`config.mk`:
```
export PLATFORM = sky130hd
export DESIGN_NAME = cdown_timer
export DESIGN_NICKNAME = d
export VERILOG_FILES = /design/src/rtl/cdt_pkg.sv /design/src/rtl/cdt_prescaler.sv /design/src/rtl/cdt_counter.sv /design/src/rtl/cdt_expiry.sv /design/src/rtl/cdown_timer.sv
export SDC_FILE = /design/constraint.sdc
export NUM_CORES = 1
export LEC_CHECK = 0
export ABC_AREA = 1
export BUFFER_PORTS_ARGS = -buffer_cell sky130_fd_sc_hd__buf_2
export CORE_MARGIN = 2
export CORE_UTILIZATION = 45
export CTS_CLUSTER_DIAMETER = 30
export DETAILED_ROUTE_END_ITERATION = 10
export PLACE_DENSITY = 0.67
export RECOVER_POWER = 25
export SYNTH_ARGS = -nofsm -noshare
export SYNTH_HDL_FRONTEND = slang
export SYNTH_SLANG_ARGS = --single-unit
```
`constraint.sdc`:
```
create_clock -name clk -period 3.2 [get_ports clk]
set_input_delay 0.48 -clock clk [delete_from_list [all_inputs] [get_ports clk]]
set_output_delay 0.48 -clock clk [all_outputs]
set_load 0.005 [all_outputs]
```
`src/rtl/cdt_pkg.sv`:
```
package cdt_pkg;
  typedef enum logic [1:0] {
    SEL_ENTRY = 2'd0,
    SEL_START = 2'd1,
    SEL_CUR   = 2'd2,
    SEL_DIV   = 2'd3
  } cdt_sel_e;

  localparam int MASK_BIT     = 16;
  localparam int PERIODIC_BIT = 17;
  localparam logic [3:0] DIV_KEEP = 4'hB;
endpackage

```
`src/rtl/cdt_prescaler.sv`:
```
module cdt_prescaler #(
  parameter int SHIFT_W = 3
) (
  input  logic               clk,
  input  logic               rst_n,
  input  logic               clr,
  input  logic [SHIFT_W-1:0] shift,
  output logic               tick
);
  localparam int PRE_W = (1 << SHIFT_W) - 1;

  logic [PRE_W-1:0] presc_q;
  logic [PRE_W:0]   lim;

  always_comb begin
    lim  = ((PRE_W+1)'(1) << shift) - (PRE_W+1)'(1);
    tick = ({1'b0, presc_q} >= lim);
  end

  always_ff @(posedge clk) begin
    if (!rst_n || clr || tick) presc_q <= '0;
    else                       presc_q <= presc_q + 1'b1;
  end


  tick_spacing_chk: assert property (@(posedge clk) disable iff (!rst_n)
    (tick && !clr && shift != '0) |=> (!tick || shift != $past(shift)));
endmodule

```
`src/rtl/cdt_counter.sv`:
```
module cdt_counter #(
  parameter int CNT_W = 32
) (
  input  logic             clk,
  input  logic             rst_n,
  input  logic             tick,
  input  logic             start_wr,
  input  logic [CNT_W-1:0] start_val,
  input  logic             entry_wr,
  input  logic             periodic_new,
  input  logic             periodic,
  output logic [CNT_W-1:0] start_q,
  output logic [CNT_W-1:0] cur_q,
  output logic             expire
);
  logic             run_q, run_d;
  logic [CNT_W-1:0] cur_d;

  always_comb begin
    cur_d  = cur_q;
    run_d  = run_q;
    expire = 1'b0;
    if (tick && run_q) begin
      if (cur_q == '0) begin
        if (periodic) cur_d = start_q;
        else          run_d = 1'b0;
      end else begin
        cur_d = cur_q - 1'b1;
        if (cur_q == CNT_W'(1)) begin
          expire = 1'b1;
          if (!periodic) run_d = 1'b0;
        end
      end
    end
    if (entry_wr)
      run_d = (start_q != '0) && (periodic_new || cur_d != '0);
    if (start_wr) begin
      cur_d  = start_val;
      run_d  = (start_val != '0);
      expire = 1'b0;
    end
  end

  always_ff @(posedge clk) begin
    if (!rst_n) begin
      start_q <= '0;
      cur_q   <= '0;
      run_q   <= 1'b0;
    end else begin
      if (start_wr) start_q <= start_val;
      cur_q <= cur_d;
      run_q <= run_d;
    end
  end


  load_chk: assert property (@(posedge clk) disable iff (!rst_n)
    start_wr |=> (cur_q == $past(start_val)));

  hold_chk: assert property (@(posedge clk) disable iff (!rst_n)
    (!run_q && !start_wr) |=> (cur_q == $past(cur_q)));

  step_chk: assert property (@(posedge clk) disable iff (!rst_n)
    (tick && run_q && cur_q != '0 && !start_wr) |=> (cur_q == $past(cur_q) - 1'b1));
endmodule

```
`src/rtl/cdt_expiry.sv`:
```
module cdt_expiry #(
  parameter int VEC_W = 8
) (
  input  logic             clk,
  input  logic             rst_n,
  input  logic             expire,
  input  logic             mask,
  input  logic [VEC_W-1:0] vector,
  output logic             vec_valid,
  output logic [VEC_W-1:0] vec_num
);
  always_ff @(posedge clk) begin
    if (!rst_n) begin
      vec_valid <= 1'b0;
      vec_num   <= '0;
    end else begin
      vec_valid <= expire && !mask;
      if (expire && !mask) vec_num <= vector;
    end
  end


  fire_chk: assert property (@(posedge clk) disable iff (!rst_n)
    (expire && !mask) |=> (vec_valid && vec_num == $past(vector)));

  masked_chk: assert property (@(posedge clk) disable iff (!rst_n)
    (!expire || mask) |=> !vec_valid);
endmodule

```
`src/rtl/cdown_timer.sv`:
```
module cdown_timer #(
  parameter int CNT_W   = 32,
  parameter int VEC_W   = 8,
  parameter int SHIFT_W = 3
) (
  input  logic             clk,
  input  logic             rst_n,
  input  logic             wr_en,
  input  logic [1:0]       wr_sel,
  input  logic [CNT_W-1:0] wr_data,
  input  logic [1:0]       rd_sel,
  output logic [CNT_W-1:0] rd_data,
  output logic             vec_valid,
  output logic [VEC_W-1:0] vec_num
);
  import cdt_pkg::*;

  logic             periodic_q, mask_q;
  logic [VEC_W-1:0] vector_q;
  logic [3:0]       div_q;
  logic [SHIFT_W-1:0] shift;
  logic             tick, expire, start_wr, entry_wr;
  logic [CNT_W-1:0] start_q, cur_q;

  assign start_wr = wr_en && (wr_sel == SEL_START);
  assign entry_wr = wr_en && (wr_sel == SEL_ENTRY);
  assign shift    = SHIFT_W'({div_q[3], div_q[1:0]} + 3'd1);

  always_ff @(posedge clk) begin
    if (!rst_n) begin
      periodic_q <= 1'b0;
      mask_q     <= 1'b1;
      vector_q   <= '0;
      div_q      <= '0;
    end else if (wr_en) begin
      if (wr_sel == SEL_ENTRY) begin
        periodic_q <= wr_data[PERIODIC_BIT];
        mask_q     <= wr_data[MASK_BIT];
        vector_q   <= wr_data[VEC_W-1:0];
      end
      if (wr_sel == SEL_DIV) div_q <= wr_data[3:0] & DIV_KEEP;
    end
  end

  always_comb begin
    rd_data = '0;
    case (rd_sel)
      SEL_ENTRY: begin
        rd_data[VEC_W-1:0]   = vector_q;
        rd_data[MASK_BIT]     = mask_q;
        rd_data[PERIODIC_BIT] = periodic_q;
      end
      SEL_START: rd_data = start_q;
      SEL_CUR:   rd_data = cur_q;
      default:   rd_data[3:0] = div_q;
    endcase
  end

  cdt_prescaler #(.SHIFT_W(SHIFT_W)) u_presc (
    .clk(clk), .rst_n(rst_n), .clr(start_wr), .shift(shift), .tick(tick)
  );

  cdt_counter #(.CNT_W(CNT_W)) u_cnt (
    .clk(clk), .rst_n(rst_n), .tick(tick),
    .start_wr(start_wr), .start_val(wr_data),
    .entry_wr(entry_wr), .periodic_new(wr_data[PERIODIC_BIT]),
    .periodic(periodic_q), .start_q(start_q), .cur_q(cur_q), .expire(expire)
  );

  cdt_expiry #(.VEC_W(VEC_W)) u_exp (
    .clk(clk), .rst_n(rst_n), .expire(expire), .mask(mask_q),
    .vector(vector_q), .vec_valid(vec_valid), .vec_num(vec_num)
  );


  cur_ro_chk: assert property (@(posedge clk) disable iff (!rst_n)
    (wr_en && wr_sel == SEL_CUR) |=> (start_q == $past(start_q)));
endmodule

```
* Word level (Yosys, flattened, before mapping)
Cells that the tools add are included.
Operators by class: bitwise logic cells 0, shift-type cells 1, reductions and logical operators 21, divide/modulo/power cells 0, $mul 0, $lt $le $gt $ge 1, add/sub/neg operators 4, equality and inequality tests 5, muxes and demuxes 19
Operator list (number):
- 2-to-1 mux 32 bit | 4
- nonzero test 32 bit | 3
- equality test 32 x 1 -> 1 bit (second input constant) | 1
- logical NOT 32 bit | 1
- subtractor 32 x 1 -> 32 bit (second input constant) | 1
- case mux 14 bit (2 select lines) | 1
- case mux 4 bit (3 select lines) | 2
- case mux 8 bit (2 select lines) | 1
- 2-to-1 mux 1 bit | 10
- greater-or-equal comparator 7 x 8 -> 1 bit | 1
- left shift 1 x 3 -> 8 bit (first input constant) | 1
- subtractor 8 x 2 -> 8 bit (second input constant) | 1
- adder 7 x 1 -> 7 bit (second input constant) | 1
- case mux 2 bit (3 select lines) | 1
- AND reduction 2 bit | 3
- logical AND 1 bit | 5
- equality test 2 x 1 -> 1 bit (second input constant) | 2
- equality test 2 bit (second input constant) | 2
- logical NOT 2 bit | 2
- nonzero test 4 bit | 1
- adder 3 x 1 -> 3 bit (second input constant) | 1
- logical OR 1 bit | 3
- nonzero test 3 bit | 1
- logical NOT 1 bit | 2
Storage, ports and cells: RAM bits 0, memories kept 0, logic and storage cells 61, output and inout bits 41, register bits 94, latch bits 0, bits in read-only memories 0

* Depth between registers and ports, before layout
Gate-level depths: netlist of run 1.
word-level depth 11, gate-level depth with buffers 30

* Cells and area by module
From an unflattened synthesis of run 1, not the netlist that was laid out.
Unflattened totals: cell total of the unflattened synthesis 1095, area, all modules 6502.5 um2
Modules (own cells, without submodules):
- cdt_counter | sequential area each 1301.2 um2, area an instance 4383.0 um2, times used 1, cells each 735
- cdown_timer | sequential area each 260.2 um2, area an instance 1237.4 um2, times used 1, cells each 235
- cdt_prescaler | sequential area each 140.1 um2, area an instance 499.2 um2, times used 1, cells each 70
- cdt_expiry | sequential area each 180.2 um2, area an instance 382.9 um2, times used 1, cells each 55

* Worst setup path after synthesis of run 1
Ideal clock, no wire load.
kind flip-flop to flip-flop, from register div_q[0], to register u_cnt.run_q, arrival time 3.117 ns, library setup time 0.119 ns, slack -0.036 ns, cell stages (with the launch flop) 29, cells stage by stage dfxtp_1 > nand2_1 > inv_1 > ha_1 > nand2_1 > inv_1 > nand2_1 > ha_1 > nand3_1 > nor2_1 > nand2_1 > o21ai_0 > ha_1 > and3_1 > nand2_1 > nand2_1 > buf_2 > nand3_4 > buf_6 > o21ai_2 > nand2_1 > nor2_1 > nand2_1 > nor2_1 > nand3_1 > nand2_1 > nand2_1 > nand2_1 > a21oi_1
Between the ends: longest elaborated chain between the ends 11
RTL lines:
- start, declared | line cdown_timer.sv:20 | logic [3:0] div_q;
- start signal, assigned | line cdown_timer.sv:41 | if (wr_sel == SEL_DIV) div_q <= wr_data[3:0] & DIV_KEEP;
- adder 3 x 1 -> 3 bit * | line cdown_timer.sv:27 | assign shift = SHIFT_W'({div_q[3], div_q[1:0]} + 3'd1);
- left shift 1 x 3 -> 8 bit * | line cdt_prescaler.sv:16 | lim = ((PRE_W+1)'(1) << shift) - (PRE_W+1)'(1);
- subtractor 8 x 2 -> 8 bit * | line cdt_prescaler.sv:16
- greater-or-equal comparator 7 x 8 -> 1 bit * | line cdt_prescaler.sv:17 | tick = ({1'b0, presc_q} >= lim);
- logical AND 1 bit * | line cdt_counter.sv:23 | if (tick && run_q) begin
- 2-to-1 mux 32 bit | line cdt_counter.sv:23
- nonzero test 32 bit | line cdt_counter.sv:36 | run_d = (start_q != '0) && (periodic_new || cur_d != '0);
- logical OR 1 bit | line cdt_counter.sv:36
- logical AND 1 bit | line cdt_counter.sv:36
- 2-to-1 mux 1 bit | line cdt_counter.sv:35 | if (entry_wr)
- 2-to-1 mux 1 bit | line cdt_counter.sv:37 | if (start_wr) begin
- end signal, assigned | line cdt_counter.sv:52 | run_q <= run_d;
- end, declared | line cdt_counter.sv:16 | logic run_q, run_d;
Every way passes the cells marked *; elsewhere a longest branch is shown, timed or not. A chain may end at the register's enable or synchronous reset.

* Worst setup path after layout of run 1
from register div_q[1], to register u_cnt.run_q
The elaborated chain is that of the path after synthesis.

==> impl_metrics.csv, run 1 <==
group,metric,value,unit
timing,final_setup_violations,1,
timing,timing.final.crit_share,104,%
synthesis,synth_enable_flop_cells,0,
synthesis,post_synth_num_cell_types,42,
timing,timing_worst_slew_pin_value,1980,ps
die,fp.dieArea,15400,um2
timing,max_clock_freq,0.301,GHz
timing,slew-limit-headroom,-32.3,%
place,hpwlAfterDp,16500,um
route,remaining_drc_errors,0,
cells_and_area,drive_above_1_share,19.3,%
cells_and_area,regArea,1890,um2
place,io_buffers,79,
status,outcome,"finished, violations left",
place,place.gp.congestion,0.957,
timing,report.final.slew_viol_count,51,
setup_path,path_max_fanout,5,
die,io_pins,80,
cells_and_area,areaGrowthSynthToFinish,23.2,%
setup_path,critical_path.endpoint_type,"register",
setup_path,critPathArrivalTime,3550,ps
timing,rsz_0062_raised_after_global_routing,"true",
route,drt-total-wl,22500,um
synthesis,synth_flop_cell,"dfxtp_1",
timing,setup_skew,10.3,ps
cells_and_area,antenna_cell_count,0,
clock_tree,cts_tree,"built",
setup_path,worst_setup_path_start_kind,"register",
cells_and_area,final_cell_area,7980,um2
global_routing,via_count_of_the_first_global_routing_pass,6681,
synthesis,synth_fp_nets,1136,
route,avgRoutedWirePerCell,16.2,um
synthesis,post_synth_instance_area,6480,um2
place,dpl_cell_area,7390,um2
clock_tree,cts.sinks,94,
die,std_cell_rows,43,
power_and_ir_drop,power-per-cell-area,444,nW/um2
clock_tree,clock_insertion_delay_worst_skew,360,ps
setup_path,cp.required,3430,ps
clock_tree,path_clk_slew,70,ps
global_routing,globalRouteTotalUtil,30.2,%
timing,finalWorstSetupSlack,-119,ps
synthesis,number_of_flip_flops_and_latches_in_the_synthesized_netlist,94,
route,firstDrtPassIters,5,
synthesis,ys_top_cells_by_area,"dfxtp_1 (29%), nand2_1 (21%), o21ai_0 (7.4%), nor2_1 (7.2%), inv_1 (6.0%)",
cells_and_area,post-route-util,57.0,%
global_routing,maximum_number_of_pins_on_one_net_before_global_route_repair,51,
global_routing,grt_first_pass_wirelength,35100,um
power_and_ir_drop,p_leak,3.94,nW
setup_path,setup.worst_path.class,"register to register",
setup_path,critical_path.slowest_cell,"dfxtp_2",
cells_and_area,number_of_nets_in_the_finished_design,1256,
clock_tree,root_cell_of_the_clock_tree,"clkbuf_16",
cells_and_area,multi_input_comb_area,4120,um2
synthesis,async_s_r_ff_share_synth,0,%
setup_path,critPathMaxStageDelay,320,ps
die,chipWidth,124,um
clock_tree,clockBufferDepth,2,
die,initial_utilization,46.3,%
route,post_drt_via_cell_ratio,5.35,
clock_tree,cts_buf_count,9,
die,fp.coreArea,14000,um2
run,drv.max_cap_violation_count,1,
synthesis,synth-seq-area-share,29.1,%
global_routing,gr-total-overflow,0,
global_routing,antenna_violations_before_repair,0,
cells_and_area,filler_cell_count,1447,
die,die_h,124,um
synthesis,mean_cell_area_of_the_mapped_netlist,6.00,um2
power_and_ir_drop,fin_total_pwr,3.54,mW
synthesis,synth-warning-count,0,
status,failed_checks,"capacitance limit, slew limit, setup timing",
synthesis,synth_largest_area_cell,"dfxtp_1",
clock_tree,cts_max_level,3,
timing,timing.final.crit_period,3320,ps
route,first_iter_violations,600,
route,num_vias,7399,
power_and_ir_drop,max-vdd-ir-drop,0.257,mV
synthesis,synth_largest_type_area_fraction,29.1,%
timing,report.final.hold_viol_count,0,
setup_path,cell_with_the_most_instances_on_the_worst_path,"nand2_1",
min_path,hold_path_class,"input pin to register",
synthesis,syn-instance-count,1079,
route,postRouteAntennaNets,0,
-- power by group --
part	internal (mW)	switching (mW)	total, mW
clock	0.633	0.494	1.13
combinational	0.399	0.740	1.14
sequential	1.22	0.0564	1.27
total	2.25	1.29	3.54
-- cells in the final DEF (no fill, tap or decap), drive strengths merged --
cell	synthesis	routed
a221oi	3	3
a21oi	44	44
bufinv	0	1
clkbuf	29	23
xnor2	3	3
a31oi	1	1
nor3	6	6
clkinv	2	3
and2	1	1
nand2	376	376
nand3	61	61
nor4	14	14
nor2	139	139
ha	18	18
dfxtp	94	94
a21o	2	2
a211oi	3	3
or2	2	2
nand3b	1	1
xor2	13	13
buf	15	142
nor3b	1	1
clkinvlp	0	1
o21ai	113	113
inv	106	107
o211ai	10	10
a41oi	1	1
nand4	17	17
and3	1	1
o22ai	3	3
-- synthesized netlist by cell type, types with 2 or more instances --
| master | n |
|---|---|
| nand4_1 | 17 |
| buf_2 | 3 |
| buf_6 | 5 |
| buf_1 | 3 |
| a21oi_1 | 43 |
| o21ai_1 | 13 |
| xnor2_1 | 3 |
| a21o_1 | 2 |
| nand3_1 | 59 |
| or2_2 | 2 |
| nand2_2 | 6 |
| nor2_2 | 8 |
| buf_4 | 4 |
| o22ai_1 | 3 |
| clkinv_1 | 2 |
| ha_1 | 18 |
| a211oi_1 | 3 |
| nor4_1 | 13 |
| nand3_4 | 2 |
| nor3_1 | 6 |
| xor2_1 | 13 |
| nor2_1 | 125 |
| o211ai_1 | 9 |
| nand2_1 | 369 |
| nor2_4 | 6 |
| clkbuf_1 | 29 |
| o21ai_0 | 96 |
| a221oi_1 | 3 |
| inv_2 | 2 |
| dfxtp_1 | 94 |
| o21ai_2 | 4 |
| inv_1 | 104 |
-- flip-flops by register name, indices dropped and copies added, names as in the netlist --
name             flops
u_cnt.cur_q         32
u_cnt.start_q       32
u_exp.vec_num        8
vector_q             8
u_presc.presc_q      7
div_q                3
mask_q               1
periodic_q           1
u_cnt.run_q          1
u_exp.vec_valid      1
-- routing by layer --
| layer | wire [um] | part of all wire (%) | global-route usage (%) |
|---|---|---|---|
| met1 | 10300 | 46 | 43.8 |
| met2 | 9330 | 42 | 44.1 |
| met3 | 2250 | 10 | 6.27 |
| met4 | 598 | 2.7 | 10.7 |
| met5 | 0 | 0 | 0 |
-- final timing paths --
path                                                    start                       endpoint  slack, ps  cells past startpoint
worst max-delay path                    div_q[1]$_SDFFE_PN0P_       u_cnt.run_q$_SDFFE_PN0P_       -120                     28
worst min register to register  u_presc.presc_q[0]$_SDFF_PP0_  u_presc.presc_q[0]$_SDFF_PP0_        470                      1
worst max register to register          div_q[1]$_SDFFE_PN0P_       u_cnt.run_q$_SDFFE_PN0P_       -120                     28
worst min-delay path                               wr_data[4]       vector_q[4]$_SDFFE_PN0P_        390                      3
-- cell families (layout without fill, tap and decap cells) --
logic type,Yosys count,after routing,share of synthesized area [%]
buffers and inverters,152,277,9.68
and+or+nand+nor,619,619,40.5
adders and majority gates,18,18,3.48
AOI/OAI and AO/OA,180,180,15.2
DFF,94,94,29.1
xor gates and xnor gates,16,16,2.16
-- per-stage QoR --
step	setup TNS (ps)	hold slack, ps	cells	setup slack [ps]
global route	-360	405	1384	-324
detailed placement	-211	456	1353	-211
global placement	-63.6	452	1353	-63.6
CTS	-96.2	383	1375	-96.2
finish	-119	387	1384	-119
floorplan	0	430	1079	60.6
-- timing repair --
item | CTS | global route
resized for setup | 22 | 33
pin swaps | 12 | 30
hold buffers | 0 | 0
setup endpoints to repair | 1 | 19
gates cloned | 1 | 1
setup buffers | 5 | 9
-- final cells by class --
class / count / share of cell area, %
well taps: 180 / 2.82
inverters: 108 / 5.08
clock inverters: 4 / 0.690
clock buffers: 12 / 3.09
multi-input cells: 833 / 51.6
repair buffers: 153 / 13.1
flip-flops and latches: 94 / 23.6
-- worst max-delay path, delay by kind of cell (launching register included) --
family	cells	cell delay (ps)
and+or+nand+nor	16	1350
xor gates and xnor gates	1	160
buffers and inverters	6	520
DFF	1	320
AOI/OAI and AO/OA	2	120
adders and majority gates	3	720
No activity file was read; power rests on OpenSTA's default activity.
==> run 2: changes to the inputs <==
- CTS_BUF_LIST: default -> sky130_fd_sc_hd__clkbuf_16
==> run 2 against run 1 <==
Against the previous run:
- the run still ends with capacitance limit, slew limit, setup timing left
- non-clock buffer count up 1
- routed wire length up 0.19%
- fmax about the same
- via count up 0.78%
- flip-flop and latch count unchanged
- combinational power about the same
- total power down 0.74%
- critical endpoint unchanged
- largest power group unchanged
==> impl_metrics.csv, run 2 (synthesis results as in run 1) <==
group,metric,value,unit
status,outcome,"finished, violations left",
cells_and_area,post-route-util,57.0,%
route,firstDrtPassIters,6,
timing,final_setup_violations,1,
die,chipWidth,124,um
setup_path,cp.required,3430,ps
route,post_drt_via_cell_ratio,5.38,
place,placed_instance_count,1353,
die,io_pins,80,
cells_and_area,antenna_cell_count,0,
global_routing,grt_first_pass_wirelength,35100,um
power_and_ir_drop,p_leak,3.94,nW
route,avgRoutedWirePerCell,16.2,um
timing,slew-limit-headroom,-32.5,%
clock_tree,clockBufferDepth,2,
global_routing,maximum_number_of_pins_on_one_net_before_global_route_repair,51,
cells_and_area,leading_cell_type_in_the_layout_fill_and_taps_excluded,"nand2_1",
timing,setup_skew,8.71,ps
timing,timing_worst_slew_pin_value,1990,ps
die,fp.coreArea,14000,um2
setup_path,path_max_fanout,5,
timing,max_clock_freq,0.301,GHz
cells_and_area,filler_cell_count,1448,
timing,finalWorstSetupSlack,-121,ps
setup_path,top_delay_family_on_crit_path,"simple AND/OR/NAND/NOR gates",
clock_tree,cts.sinks,94,
setup_path,critical_path.endpoint_type,"register",
min_path,hold_path_class,"input pin to register",
place,setup_slack_at_placement,-211,ps
die,std_cell_rows,43,
route,postRouteAntennaNets,0,
power_and_ir_drop,power-per-cell-area,441,nW/um2
route,num_vias,7457,
clock_tree,root_cell_of_the_clock_tree,"clkbuf_16",
cells_and_area,areaGrowthSynthToFinish,23.1,%
timing,timing.final.crit_share,104,%
timing,report.final.hold_viol_count,0,
timing,report.final.slew_viol_count,51,
route,drt-total-wl,22500,um
clock_tree,cts_buf_count,9,
cells_and_area,post_route_insts_no_fill,1385,
setup_path,worst_setup_path_start_kind,"register",
cells_and_area,number_of_nets_in_the_finished_design,1257,
clock_tree,cts_max_level,3,
setup_path,setup.worst_path.class,"register to register",
setup_path,critPathMaxStageDelay,320,ps
place,io_buffers,79,
setup_path,critical_path.n_buffers_inverters,8,
route,first_iter_violations,650,
setup_path,critPathArrivalTime,3550,ps
cells_and_area,layout_top_registers,"u_cnt.cur_q: 32 flops, u_cnt.start_q: 32 flops",
cells_and_area,drive_above_1_share,19.3,%
power_and_ir_drop,max-vdd-ir-drop,0.259,mV
clock_tree,clock_insertion_delay_worst_skew,360,ps
place,place.gp.congestion,0.957,
status,failed_checks,"capacitance limit, slew limit, setup timing",
global_routing,via_count_of_the_first_global_routing_pass,6688,
place,hpwlAfterDp,16500,um
timing,rsz_0062_raised_after_global_routing,"true",
setup_path,critical_path.slowest_cell,"dfxtp_2",
route,remaining_drc_errors,0,
setup_path,cell_with_the_most_instances_on_the_worst_path,"nand2_1",
timing,timing.final.crit_period,3320,ps
global_routing,gr-total-overflow,0,
cells_and_area,most-common-layout-cells,"nand2_1 (351), nor2_1 (119), inv_1 (103), dfxtp_1 (91), o21ai_0 (90)",
run,drv.max_cap_violation_count,1,
die,fp.dieArea,15400,um2
global_routing,globalRouteTotalUtil,30.2,%
die,initial_utilization,46.3,%
global_routing,antenna_violations_before_repair,0,
die,die_h,124,um
timing,hold_slack,387,ps
clock_tree,cts_tree,"built",
clock_tree,cts_hold_buffers,0,
clock_tree,path_clk_slew,70,ps
[run 2: changes by cell type in the layout (fill, tap and decap cells not counted)]
cell | before | now
inv_1 | 101 | 103
clkbuf_8 | 1 | 0
clkinv_1 | 2 | 3
buf_4 | 62 | 63
clkbuf_1 | 12 | 10
[run 2: through the flow]
stage | TNS [ps] | total power [mW] | area, um2
after floorplan | 0 | 2.03 | 6490
after global placement | -63.6 | 2.35 | 7390
after detailed placement | -211 | 2.36 | 7390
after CTS | -95.2 | 3.46 | 7800
after global routing | -354 | 3.69 | 7980
final | -121 | 3.51 | 7980
[run 2: final cells by class]
type,count,area (um2),area share [%]
clock buffers,9,225,2.82
clock inverters,7,66.3,0.832
inverters,108,405,5.08
multi-input cells,833,4120,51.6
flip-flops and latches,94,1890,23.6
well taps,180,225,2.82
repair buffers,154,1050,13.2
[run 2: final timing paths]
check / slack (ps) / cells after the start / startpoint / to
worst max-delay path: -120 / 28 / div_q[1]$_SDFFE_PN0P_ / u_cnt.run_q$_SDFFE_PN0P_
worst min-delay path: 390 / 3 / wr_data[4] / vector_q[4]$_SDFFE_PN0P_
worst max register to register: -120 / 28 / div_q[1]$_SDFFE_PN0P_ / u_cnt.run_q$_SDFFE_PN0P_
worst min register to register: 470 / 1 / u_presc.presc_q[0]$_SDFF_PP0_ / u_presc.presc_q[0]$_SDFF_PP0_
[run 2: worst min-delay path, delay by kind of cell]
family / cells / cell delay (ps)
buffers and inverters: 1 / 110
AND/OR/NAND/NOR: 2 / 130
[run 2: power breakdown]
group,internal [mW],switching [mW],leakage [nW]
Combinational,0.400,0.741,3.03
Clock,0.603,0.497,0.146
Sequential,1.22,0.0567,0.766
Total,2.22,1.29,3.94
[run 2: timing repair]
item / in CTS / in global routing
hold endpoints to repair: 0 / 0
endpoints found under the setup margin: 1 / 18
pin swaps: 12 / 30
gates cloned: 1 / 1
setup buffers: 5 / 10
resized for setup: 22 / 33
[run 2: routing by layer]
metal	global-route usage (%)	routed length, um
met1	43.8	10100
met2	44.2	9460
met3	6.27	2350
met4	10.7	582
met5	0	0
